[src/rtl/vbl_pkg.sv]
package vbl_pkg;

  // Kind of CPU register access seen in the current dot.
  typedef enum logic [1:0] {
    ACC_IDLE,
    ACC_CTRL_WR,
    ACC_STAT_RD,
    ACC_OTHER
  } vbl_access_e;

  // Frame geometry defaults.
  localparam int unsigned DEF_DOTS_PER_LINE   = 341;
  localparam int unsigned DEF_LINES_PER_FRAME = 262;
  localparam int unsigned DEF_SET_LINE        = 241;
  localparam int unsigned DEF_CLR_LINE        = 261;
  localparam int unsigned DEF_EVENT_DOT       = 1;

endpackage

[src/rtl/vbl_frame_timer.sv]
module vbl_frame_timer #(
  parameter int unsigned DOTS_PER_LINE   = vbl_pkg::DEF_DOTS_PER_LINE,
  parameter int unsigned LINES_PER_FRAME = vbl_pkg::DEF_LINES_PER_FRAME,
  parameter int unsigned SET_LINE        = vbl_pkg::DEF_SET_LINE,
  parameter int unsigned CLR_LINE        = vbl_pkg::DEF_CLR_LINE,
  parameter int unsigned EVENT_DOT       = vbl_pkg::DEF_EVENT_DOT
) (
  input  logic clk,
  input  logic rst_n,
  output logic at_pre_set_o,
  output logic at_set_o,
  output logic at_clr_o,
  output logic frame_done_o
);

  localparam int unsigned DOT_W  = (DOTS_PER_LINE > 1) ? $clog2(DOTS_PER_LINE) : 1;
  localparam int unsigned LINE_W = (LINES_PER_FRAME > 1) ? $clog2(LINES_PER_FRAME) : 1;

  localparam logic [DOT_W-1:0]  DOT_LAST  = DOT_W'(DOTS_PER_LINE - 1);
  localparam logic [LINE_W-1:0] LINE_LAST = LINE_W'(LINES_PER_FRAME - 1);
  localparam logic [DOT_W-1:0]  EV_DOT    = DOT_W'(EVENT_DOT);
  localparam logic [LINE_W-1:0] SET_LN    = LINE_W'(SET_LINE);
  localparam logic [LINE_W-1:0] CLR_LN    = LINE_W'(CLR_LINE);
  // Dot just ahead of the set point; steps back a line when the event is dot 0.
  localparam logic [DOT_W-1:0]  PRE_DOT   = (EVENT_DOT == 0) ? DOT_LAST : DOT_W'(EVENT_DOT - 1);
  localparam logic [LINE_W-1:0] PRE_LN    = (EVENT_DOT == 0) ? LINE_W'(SET_LINE - 1) : SET_LN;

  logic [DOT_W-1:0]  dot_q,  dot_d;
  logic [LINE_W-1:0] line_q, line_d;
  logic              done_q, done_d;

  // Next-state
  always_comb begin
    dot_d  = dot_q + 1'b1;
    line_d = line_q;
    done_d = 1'b0;
    if (dot_q == DOT_LAST) begin
      dot_d = '0;
      if (line_q == LINE_LAST) begin
        line_d = '0;
        done_d = 1'b1;
      end else begin
        line_d = line_q + 1'b1;
      end
    end
  end

  // Registers
  always_ff @(posedge clk or negedge rst_n) begin
    if (!rst_n) begin
      dot_q  <= '0;
      line_q <= '0;
      done_q <= 1'b0;
    end else begin
      dot_q  <= dot_d;
      line_q <= line_d;
      done_q <= done_d;
    end
  end

  assign at_pre_set_o = (line_q == PRE_LN) && (dot_q == PRE_DOT);
  assign at_set_o     = (line_q == SET_LN) && (dot_q == EV_DOT);
  assign at_clr_o     = (line_q == CLR_LN) && (dot_q == EV_DOT);
  assign frame_done_o = done_q;

  a_r1_dot_wrap: assert property (@(posedge clk) disable iff (!rst_n)
    (dot_q == DOT_LAST) |=> (dot_q == '0));

  a_r1_line_step: assert property (@(posedge clk) disable iff (!rst_n)
    (dot_q == DOT_LAST && line_q != LINE_LAST) |=> (line_q == $past(line_q) + 1'b1));

  a_r1_line_hold: assert property (@(posedge clk) disable iff (!rst_n)
    (dot_q != DOT_LAST) |=> $stable(line_q));

  a_r1_frame_pulse: assert property (@(posedge clk) disable iff (!rst_n)
    done_q |-> (dot_q == '0 && line_q == '0));

endmodule

[src/rtl/vbl_cpu_decode.sv]
module vbl_cpu_decode #(
  parameter int unsigned ADDR_W    = 3,
  parameter int unsigned CTRL_ADDR = 0,
  parameter int unsigned STAT_ADDR = 2
) (
  input  logic                  sel_i,
  input  logic                  we_i,
  input  logic [ADDR_W-1:0]     addr_i,
  output vbl_pkg::vbl_access_e  acc_o
);

  localparam logic [ADDR_W-1:0] CTRL_A = ADDR_W'(CTRL_ADDR);
  localparam logic [ADDR_W-1:0] STAT_A = ADDR_W'(STAT_ADDR);

  always_comb begin
    acc_o = vbl_pkg::ACC_IDLE;
    if (sel_i) begin
      if (we_i && addr_i == CTRL_A)       acc_o = vbl_pkg::ACC_CTRL_WR;
      else if (!we_i && addr_i == STAT_A) acc_o = vbl_pkg::ACC_STAT_RD;
      else                                acc_o = vbl_pkg::ACC_OTHER;
    end
  end

  a_r4_decode_idle: assert final (sel_i || acc_o == vbl_pkg::ACC_IDLE);

endmodule

[src/rtl/vbl_status_flag.sv]
module vbl_status_flag (
  input  logic clk,
  input  logic rst_n,
  input  logic at_pre_set_i,
  input  logic at_set_i,
  input  logic at_clr_i,
  input  logic rd_i,
  output logic flag_o,
  output logic flag_rd_o
);

  logic flag_q, flag_d;
  logic pre_rd_q, pre_rd_d;
  logic set_eff;

  // A read on the dot before the set point cancels that frame's set.
  assign set_eff = at_set_i & ~pre_rd_q;

  // Next-state: an acknowledge wins over the set, the clear point over the set.
  always_comb begin
    pre_rd_d = rd_i & at_pre_set_i;
    flag_d   = flag_q;
    if (rd_i)          flag_d = 1'b0;
    else if (at_clr_i) flag_d = 1'b0;
    else if (set_eff)  flag_d = 1'b1;
  end

  always_ff @(posedge clk or negedge rst_n) begin
    if (!rst_n) begin
      flag_q   <= 1'b0;
      pre_rd_q <= 1'b0;
    end else begin
      flag_q   <= flag_d;
      pre_rd_q <= pre_rd_d;
    end
  end

  assign flag_o    = flag_q;
  assign flag_rd_o = flag_q | set_eff;

  a_r4_read_clears: assert property (@(posedge clk) disable iff (!rst_n)
    rd_i |=> !flag_q);

  a_r3_clear_point: assert property (@(posedge clk) disable iff (!rst_n)
    at_clr_i |=> !flag_q);

  a_r2_set_point: assert property (@(posedge clk) disable iff (!rst_n)
    (at_set_i && !rd_i && !at_clr_i && !$past(rd_i && at_pre_set_i)) |=> flag_q);

  a_r7_pre_read_blocks: assert property (@(posedge clk) disable iff (!rst_n)
    (rd_i && at_pre_set_i) |=> ##1 !flag_q);

endmodule

[src/rtl/vbl_nmi_drive.sv]
module vbl_nmi_drive (
  input  logic clk,
  input  logic rst_n,
  input  logic ctrl_wr_i,
  input  logic en_wbit_i,
  input  logic flag_i,
  input  logic rd_i,
  output logic nmi_n_o
);

  logic en_q, en_d;
  logic nmi_n_q, nmi_n_d;

  // Next-state: the enable loads only on a control write; the line is armed
  // from the registered flag and enable and dropped at once by an acknowledge.
  always_comb begin
    en_d = en_q;
    if (ctrl_wr_i) en_d = en_wbit_i;
    nmi_n_d = ~(en_q & flag_i & ~rd_i);
  end

  always_ff @(posedge clk or negedge rst_n) begin
    if (!rst_n) begin
      en_q    <= 1'b0;
      nmi_n_q <= 1'b1;
    end else begin
      en_q    <= en_d;
      nmi_n_q <= nmi_n_d;
    end
  end

  assign nmi_n_o = nmi_n_q;

  a_r6_needs_flag: assert property (@(posedge clk) disable iff (!rst_n)
    !flag_i |=> nmi_n_q);

  a_r6_read_releases: assert property (@(posedge clk) disable iff (!rst_n)
    rd_i |=> nmi_n_q);

  a_r10_disable_releases: assert property (@(posedge clk) disable iff (!rst_n)
    !en_q |=> nmi_n_q);

  a_r10_enable_tracks_write: assert property (@(posedge clk) disable iff (!rst_n)
    ctrl_wr_i |=> (en_q == $past(en_wbit_i)));

  a_r5_enable_holds: assert property (@(posedge clk) disable iff (!rst_n)
    !ctrl_wr_i |=> $stable(en_q));

endmodule

[src/rtl/vbl_nmi_gen.sv]
module vbl_nmi_gen #(
  parameter int unsigned DOTS_PER_LINE   = vbl_pkg::DEF_DOTS_PER_LINE,
  parameter int unsigned LINES_PER_FRAME = vbl_pkg::DEF_LINES_PER_FRAME,
  parameter int unsigned SET_LINE        = vbl_pkg::DEF_SET_LINE,
  parameter int unsigned CLR_LINE        = vbl_pkg::DEF_CLR_LINE,
  parameter int unsigned EVENT_DOT       = vbl_pkg::DEF_EVENT_DOT,
  parameter int unsigned ADDR_W          = 3,
  parameter int unsigned DATA_W          = 8,
  parameter int unsigned CTRL_ADDR       = 0,
  parameter int unsigned STAT_ADDR       = 2,
  parameter int unsigned FLAG_BIT        = 7
) (
  input  logic              clk,
  input  logic              rst_n,
  input  logic              cpu_sel,
  input  logic              cpu_we,
  input  logic [ADDR_W-1:0] cpu_addr,
  input  logic [DATA_W-1:0] cpu_wdata,
  output logic [DATA_W-1:0] cpu_rdata,
  output logic              nmi_n,
  output logic              frame_done
);

  vbl_pkg::vbl_access_e acc;
  logic at_pre_set, at_set, at_clr;
  logic rd_status, ctrl_wr;
  logic flag, flag_rd;
  logic unused_wbits;

  vbl_frame_timer #(
    .DOTS_PER_LINE  (DOTS_PER_LINE),
    .LINES_PER_FRAME(LINES_PER_FRAME),
    .SET_LINE       (SET_LINE),
    .CLR_LINE       (CLR_LINE),
    .EVENT_DOT      (EVENT_DOT)
  ) u_timer (
    .clk         (clk),
    .rst_n       (rst_n),
    .at_pre_set_o(at_pre_set),
    .at_set_o    (at_set),
    .at_clr_o    (at_clr),
    .frame_done_o(frame_done)
  );

  vbl_cpu_decode #(
    .ADDR_W   (ADDR_W),
    .CTRL_ADDR(CTRL_ADDR),
    .STAT_ADDR(STAT_ADDR)
  ) u_decode (
    .sel_i (cpu_sel),
    .we_i  (cpu_we),
    .addr_i(cpu_addr),
    .acc_o (acc)
  );

  assign rd_status = (acc == vbl_pkg::ACC_STAT_RD);
  assign ctrl_wr   = (acc == vbl_pkg::ACC_CTRL_WR);

  vbl_status_flag u_flag (
    .clk         (clk),
    .rst_n       (rst_n),
    .at_pre_set_i(at_pre_set),
    .at_set_i    (at_set),
    .at_clr_i    (at_clr),
    .rd_i        (rd_status),
    .flag_o      (flag),
    .flag_rd_o   (flag_rd)
  );

  vbl_nmi_drive u_nmi (
    .clk      (clk),
    .rst_n    (rst_n),
    .ctrl_wr_i(ctrl_wr),
    .en_wbit_i(cpu_wdata[FLAG_BIT]),
    .flag_i   (flag),
    .rd_i     (rd_status),
    .nmi_n_o  (nmi_n)
  );

  // Only the enable bit of the write data is stored.
  assign unused_wbits = ^cpu_wdata;

  assign cpu_rdata = rd_status ? (DATA_W'(flag_rd) << FLAG_BIT) : '0;

endmodule

[config.mk]
export PLATFORM = sky130hd
export DESIGN_NAME = vbl_nmi_gen
export DESIGN_NICKNAME = d
export VERILOG_FILES = /design/src/rtl/vbl_pkg.sv /design/src/rtl/vbl_frame_timer.sv /design/src/rtl/vbl_cpu_decode.sv /design/src/rtl/vbl_status_flag.sv /design/src/rtl/vbl_nmi_drive.sv /design/src/rtl/vbl_nmi_gen.sv
export SDC_FILE = /design/constraint.sdc
export NUM_CORES = 1
export LEC_CHECK = 0
export ABC_AREA = 1
export BUFFER_PORTS_ARGS = -buffer_cell sky130_fd_sc_hd__buf_4
export CAP_MARGIN = 10
export CORE_MARGIN = 2
export CORE_UTILIZATION = 49
export DETAILED_ROUTE_END_ITERATION = 8
export GPL_TIMING_DRIVEN = 0
export PLACE_DENSITY = 0.83
export SLEW_MARGIN = 20
export SYNTH_ARGS = -nofsm -noshare
export SYNTH_HDL_FRONTEND = slang
export SYNTH_SLANG_ARGS = --single-unit
[constraint.sdc]
create_clock -name clk -period 1.4 [get_ports clk]
set_clock_uncertainty 0.1 [all_clocks]
set_input_delay 0.35 -clock clk [delete_from_list [all_inputs] [get_ports clk]]
set_output_delay 0.35 -clock clk [all_outputs]
set_load 0.02 [all_outputs]
==> summary.txt, run 1 <==
Outcome
  • Outcome: finished with violations
  • Violated checks: setup timing

Timing
  • Final WS setup: -612 ps
  • Max Clock Freq: 497 MHz
  • RSZ-0062 raised after global routing: yes
  • Tcrit/Tclk final: 144%
  • TNS Setup: -4150 ps
  • # setup viols final: 19
  • Number of hold violations in the final report: 0
  • Clock period minus worst slack: 2010 ps
  • Slew Viols, Final: 0

Final layout
  • N_diodes: 0
  • # nets final: 248
  • Synthesis-to-finish area growth: 32.0%
  • Layout Utilization: 67.4%
  • Layout cells sized above 1: 32.2%
  • Fill count: 216

Synth
  • Synth Area in XOR/XNOR: 4.39%
  • #FFs+latches synth: 23
  • Distinct cells, synth: 25
  • Mux contribution to synthesized area: 0%
  • Syn Inst Count: 189
  • Yosys warns: 0
  • Register area share after synthesis: 41.3%
  • Post-Syn Area: 1400 um2
  • Largest family of logic cells by synthesized area: simple AND/OR/NAND/NOR gates
  • Syn Area/Cell: 7.39 um2
  • Simple-gate portion of the synthesized area: 34.1%
  • Adder-cell area share of the yosys netlist: 4.48%
  • Compound-Gate Fraction of Synth Area: 2.51%

Detailed routing
  • Routed wire length: 3140 um
  • Vias: 1330
  • Starting DRT DRC Count: 47
  • Vias per cell: 5.16
  • Final antenna-violating net count: 0
  • DRC: 0
  • Mean routed wirelength per cell: 12.2 um
  • Pre-Repair DR Iteration Count: 4

Worst setup path
  • Worst setup EP type: output pin
  • Worst r2r path cells: 9
  • Crit path kind: reg2out
  • Startpoint types: register
  • Crit path DAT: 1560 ps
  • Largest fanout on the critical path: 3
  • Worst EP required: 950 ps

Run
  • Max-Cap Viols: 0

Global routing
  • Overflow after GRT: 0
  • Largest net degree at the start of global routing: 24
  • Vias in the first global route: 1191
  • GRT Resource Usage Total: 19.7%
  • Initial antenna violation count: 0
  • First-pass GRT wire length: 5070 um

Clocking
  • Largest buffer count on any clock path: 2
  • H-tree Lvls: 1
  • CTS Root Cell: clkbuf_4
  • Worst-path clk slew: 120 ps
  • Clk Latency, worst-skew pair: 310 ps
  • Num CTS Buffers: 3
  • CTS Sinks: 23
  • CTS tree: done

Worst hold path
  • Hold depth: 3
  • Worst Hold Class: in2reg

Die
  • Core ar.: 2730 um2
  • Initial core utilization: 51.1%
  • Num ports: 25
  • DIE AREA: 3290 um2
  • Chip width: 57.4 um
  • Row count: 19
  • Chip height: 57.4 um

Pwr
  • Leak pwr: 0.924 nW
  • Pwr dens: 573 nW/um2
  • Maximum vdd drop: 0.490 mV

Place
  • Placer Congestion: 0.835
  • IO buf count: 10
  • DPL Wire Length: 1960 um
==> final timing paths <==
path | start | to | slack, ps
worst max-delay path | u_timer.dot_q[7]$_DFF_PN0_ | cpu_rdata[7] | -610
worst max register to register | u_timer.line_q[0]$_DFFE_PN0N_ | u_timer.line_q[2]$_DFFE_PN0N_ | -290
min in group asynchronous | rst_n | u_timer.line_q[2]$_DFFE_PN0N_ | 350
worst min-delay path | cpu_wdata[7] | u_nmi.en_q$_DFFE_PN0N_ | 180
max in group asynchronous | rst_n | u_nmi.nmi_n_o$_DFF_PN1_ | 570
worst min register to register | u_flag.flag_o$_DFFE_PN0P_ | u_nmi.nmi_n_o$_DFF_PN1_ | 340
==> sequential cells by signal, indices dropped and copies added (netlist names) <==
signal                count
u_timer.line_q            9
u_flag.pre_rd_q           1
u_flag.flag_o             1
u_timer.dot_q             9
u_nmi.nmi_n_o             1
u_nmi.en_q                1
u_timer.frame_done_o      1
==> synth_stat cells (all sizes together) <==
| cell | instances | area share [%] |
|---|---|---|
| a21oi | 1 | 0.36 |
| buf | 9 | 4.9 |
| conb | 1 | 0.27 |
| dfrtp | 22 | 39 |
| dfstp | 1 | 1.9 |
| ha | 5 | 4.5 |
| inv | 30 | 8.1 |
| nand2 | 45 | 12 |
| nand3 | 18 | 6.5 |
| nand3b | 1 | 0.54 |
| nand4 | 6 | 2.7 |
| nor2 | 30 | 9.1 |
| nor3 | 5 | 1.8 |
| nor3b | 1 | 0.54 |
| nor4 | 1 | 0.45 |
| o21ai | 6 | 2.2 |
| xnor2 | 2 | 1.3 |
| xor2 | 5 | 3.1 |
==> cell type report <==
type | instances | area [um2] | area share (%)
well taps | 31 | 38.8 | 2.10
repair buffers | 28 | 246 | 13.4
inverters | 30 | 120 | 6.52
flip-flops and latches | 23 | 582 | 31.6
plain buffers | 9 | 68.8 | 3.73
clock buffers | 4 | 26.3 | 1.43
multi-input cells | 133 | 761 | 41.3
==> metrics by stage <==
stage          instances  total power [mW]  hold slack, ps  instance area (um2)  setup slack (ps)
6_report             258              1.06             178                 1840              -612
5_1_grt              258              1.09             213                 1840              -727
4_1_cts              251              1.06             176                 1700              -621
3_5_place_dp         236             0.755             159                 1550              -355
3_3_place_gp         236             0.754             157                 1550              -339
2_1_floorplan        195             0.725           -45.6                 1430              -237
==> placed cells by master (no fill, tap or decap), types with 2 or more instances in the layout <==
master,instances
nor2_1,21
dfrtp_2,4
nor2_2,5
clkbuf_4,3
nand2_2,4
nand4_1,6
inv_4,3
buf_4,25
ha_4,2
xnor2_1,2
nand3_1,14
ha_1,3
inv_2,4
conb_1,7
nand3_2,3
inv_1,23
nor3_1,5
nor2_4,4
o21ai_0,2
dfrtp_1,18
o21ai_1,3
nand2_1,41
buf_6,10
xor2_1,5
==> power breakdown <==
part           internal, mW  leakage [nW]  switching, mW  total [mW]
Combinational        0.0311         0.611         0.0391      0.0701
Clock                 0.111        0.0150          0.200       0.312
Sequential            0.670         0.298        0.00345       0.674
Total                 0.812         0.924          0.243        1.06
==> logic make-up after synthesis <==
| kind of cell | count (synthesis) |
|---|---|
| AO/OA/AOI/OAI | 7 |
| XOR/XNOR | 7 |
| adder cells (fa/ha/maj) | 5 |
| buffers and inverters | 39 |
| flip-flops | 23 |
| other | 1 |
| AND/OR/NAND/NOR | 107 |
==> layer usage <==
metal	vias up	GRT usage [%]	part of all wire (%)
met3	6	2.72	6.9
met1	611	25.4	41
met4	0	8.64	1.6
li1	649	-	-
met2	64	33.1	51
met5	-	0	0
==> critical path, cell delays in order, from the launching register on <==
cell	delay, ps
dfrtp_1	420
nor2_1	160
nand2_1	90
nor2_2	120
nand2_1	70
nor2_1	100
nor2_1	70
nor2_2	90
buf_6	120
==> timing repair <==
action | in CTS | in global routing
pin swaps | 1 | 11
cloned | 1 | 0
hold buffers | 1 | 0
hold endpoints to repair | 22 | 0
endpoints found under the setup margin | 18 | 21
setup buffers | 9 | 8
gates resized for setup | 16 | 26
No activity file was read; power rests on OpenSTA's default activity.
==> run 2, diff against run 1 <==
Settings changed: BUFFER_PORTS_ARGS -buffer_cell sky130_fd_sc_hd__buf_4 to -buffer_cell sky130_fd_sc_hd__buf_2.
==> summary.txt, run 2 (synthesized netlist as in run 1, its figures left out) <==
Timing
  • # setup viols final: 21 (was 19)
  • Slew Viols, Final: 0 (unchanged)
  • Tcrit/Tclk final: 152% (was 144%)
  • Relative slew slack: 64.5%
  • RSZ-0062 raised after global routing: yes (unchanged)
  • Max Clock Freq: 470 MHz (was 497 MHz)
  • Final WS setup: -728 ps (was -612 ps)
  • Clock period minus worst slack: 2130 ps (was 2010 ps)
  • Fin Hold WS: 165 ps (was 178 ps)
  • Number of hold violations in the final report: 0 (unchanged)
  • Least-Margin Pin Slew: 532 ps

Worst setup path
  • Worst EP required: 950 ps (about the same)
  • Register-to-Register Setup Slack: -310 ps (was -290 ps)
  • Slowest-stage cell, CP: dfrtp_2 (was dfrtp_1)
  • Crit path DAT: 1680 ps (was 1560 ps)
  • Terminus of the critical flop-to-flop path: u_timer.dot_q[6]$_DFF_PN0_ (was u_timer.line_q[2]$_DFFE_PN0N_)
  • Crit path kind: reg2out (unchanged)
  • Worst setup EP type: output pin (unchanged)
  • Cell family with most CP delay: simple AND/OR/NAND/NOR gates (unchanged)
  • Worst r2r path cells: 11 (was 9)
  • Startpoint types: register (unchanged)
  • CP most frequent cell: nor2_1 (unchanged)
  • Sum of buffers and inverters on the critical path: 1 (unchanged)
  • Largest fanout on the critical path: 6 (was 3)
  • CP max stage delay: 460 ps (was 420 ps)
  • Cell Chain, Critical Path: nor2_1 > nand2_1 > nor2_2 > nand2_1 > nor2_1 > nor2_1 > nor2_2 > buf_6 (unchanged)
  • Reg-to-reg startpoint: u_timer.dot_q[0]$_DFF_PN0_ (was u_timer.line_q[0]$_DFFE_PN0N_)
  • Stages on worst setup path: 8 (unchanged)

Detailed routing
  • Routed wire length: 3240 um (was 3140 um)
  • Final antenna-violating net count: 0 (unchanged)
  • Starting DRT DRC Count: 43 (was 47)
  • DRC: 0 (unchanged)
  • Vias per cell: 4.95 (was 5.16)
  • Mean routed wirelength per cell: 12.1 um (was 12.2 um)
  • Pre-Repair DR Iteration Count: 4 (unchanged)
  • Vias: 1326 (was 1330)

Clocking
  • Clk Latency, worst-skew pair: 320 ps (was 310 ps)
  • CTS tree: done (unchanged)
  • Num CTS Buffers: 3 (unchanged)
  • CTS Root Cell: clkbuf_4 (unchanged)
  • CTS Sinks: 23 (unchanged)
  • Largest buffer count on any clock path: 2 (unchanged)
  • H-tree Lvls: 1 (unchanged)
  • Worst-path clk slew: 120 ps (about the same)

Outcome
  • Outcome: finished with violations (unchanged)
  • Violated checks: setup timing (unchanged)

Final layout
  • Fill count: 193 (was 216)
  • Top Registers: u_timer.dot_q x9, u_timer.line_q x9 (unchanged)
  • # nets final: 258 (was 248)
  • N_diodes: 0 (unchanged)
  • Synthesis-to-finish area growth: 34.9% (was 32.0%)
  • Multi-input gate area: 749 um2 (was 761 um2)
  • Register area: 581 um2 (was 582 um2)
  • Commonest non-fill, non-tap cell in the layout: nand2_1 (unchanged)
  • Most frequent cells in the layout: nand2_1 (43), buf_4 (27), inv_1 (24) (was nand2_1 (41), buf_4 (25), inv_1 (23))
  • Layout cells sized above 1: 36.3% (was 32.2%)
  • Non-filler cells, final: 268 (was 258)

Worst hold path
  • Hold path startpoint: cpu_wdata[7] (unchanged)
  • Worst Hold Path EP: u_nmi.en_q$_DFFE_PN0N_ (unchanged)
  • Hold depth: 3 (unchanged)
  • Worst Hold Class: in2reg (unchanged)

Global routing
  • Vias in the first global route: 1253 (was 1191)
  • First-pass GRT wire length: 5350 um (was 5070 um)
  • Overflow after GRT: 0 (unchanged)
  • Largest net degree at the start of global routing: 24 (unchanged)
  • GRT Resource Usage Total: 20.8% (was 19.7%)
  • Initial antenna violation count: 0 (unchanged)

Die
  • Chip height: 57.4 um (unchanged)
  • Initial core utilization: 51.1% (unchanged)
  • Chip width: 57.4 um (unchanged)
  • Row count: 19 (unchanged)
  • Num ports: 25 (unchanged)
  • Core ar.: 2730 um2 (unchanged)
  • DIE AREA: 3290 um2 (unchanged)

Pwr
  • Switching Power: 242 uW (was 243 uW)
  • Leak pwr: 0.960 nW (was 0.924 nW)
  • Pwr dens: 557 nW/um2 (was 573 nW/um2)
  • Pint: 807 uW (was 812 uW)
  • Switching fraction of total power: 23.1% (was 23.0%)
  • Combinational power share: 6.2% (was 6.6%)
  • Clock power share: 29.6% (was 29.5%)
  • Maximum vdd drop: 0.590 mV (was 0.490 mV)
  • Reg power frac: 64.2% (was 63.8%)

Place
  • DPL Wire Length: 1930 um (was 1960 um)
  • Placer Congestion: 0.807 (was 0.835)
  • IO buf count: 10 (unchanged)
  • # placed instances: 236 (unchanged)

Run
  • Max-Cap Viols: 0 (unchanged)
-- run 2: changes by cell type in the layout (fill, tap and decap cells not counted), sizes merged --
cell,delta
buf,+10
-- run 2: worst max path at each step --
stage / end / from / slack [ps]
finish: cpu_rdata[7] / u_timer.dot_q[2]$_DFF_PN0_ / -730
global route: cpu_rdata[7] / u_timer.dot_q[7]$_DFF_PN0_ / -830
CTS: cpu_rdata[7] / u_timer.line_q[1]$_DFFE_PN0N_ / -640
detailed placement: cpu_rdata[7] / u_timer.line_q[1]$_DFFE_PN0N_ / -390
global placement: cpu_rdata[7] / u_timer.line_q[1]$_DFFE_PN0N_ / -350
floorplan: cpu_rdata[7] / u_timer.line_q[1]$_DFFE_PN0N_ / -240
-- run 2: timing repair --
item | in CTS | in global routing
endpoints found under the hold margin | 22 | 0
setup endpoints to repair | 18 | 23
gates cloned | 1 | 0
pin swaps | 7 | 5
buffers inserted | 15 | 12
hold buffers | 1 | 0
gates resized for setup | 35 | 7
-- run 2: final cells by class --
| type | count | share of cell area (%) |
|---|---|---|
| Buffer | 9 | 3.65 |
| Clock buffer | 4 | 1.40 |
| Inverter | 30 | 6.25 |
| Multi-Input combinational cell | 133 | 39.8 |
| Sequential cell | 23 | 30.8 |
| Tap cell | 31 | 2.06 |
| Timing Repair Buffer | 38 | 16.0 |
-- run 2: worst min-delay path, stage by stage --
cell	delay, ps
buf_2	90
inv_1	30
o21ai_0	70
-- run 2: metal layers --
layer,up-vias,wire [um],global-route usage [%],part of all wire [%]
li1,668,-,-,-
met1,607,1360,25.2,42
met2,43,1640,37.0,51
met3,8,163,3.17,5.0
met4,0,69,7.97,2.1
met5,-,0,0,0
-- run 2: power by group through the flow --
stage	registers (mW)	clock network, mW	logic (mW)
2_1_floorplan	0.685	0	0.0393
3_3_place_gp	0.686	0	0.0623
3_5_place_dp	0.687	0	0.0634
4_1_cts	0.674	0.317	0.0655
5_1_grt	0.675	0.336	0.0756
6_report	0.674	0.311	0.0652
-- run 2: through the flow --
step	area (um2)	total power, mW	util [%]	setup slack, ps	setup TNS [ps]
detailed placement	1520	0.750	55.6	-386	-3130
CTS	1780	1.06	65.2	-636	-3020
global route	1880	1.09	68.9	-828	-7060
global placement	1520	0.748	55.6	-352	-2510
finish	1880	1.05	68.9	-728	-5640
floorplan	1430	0.725	-	-237	-311
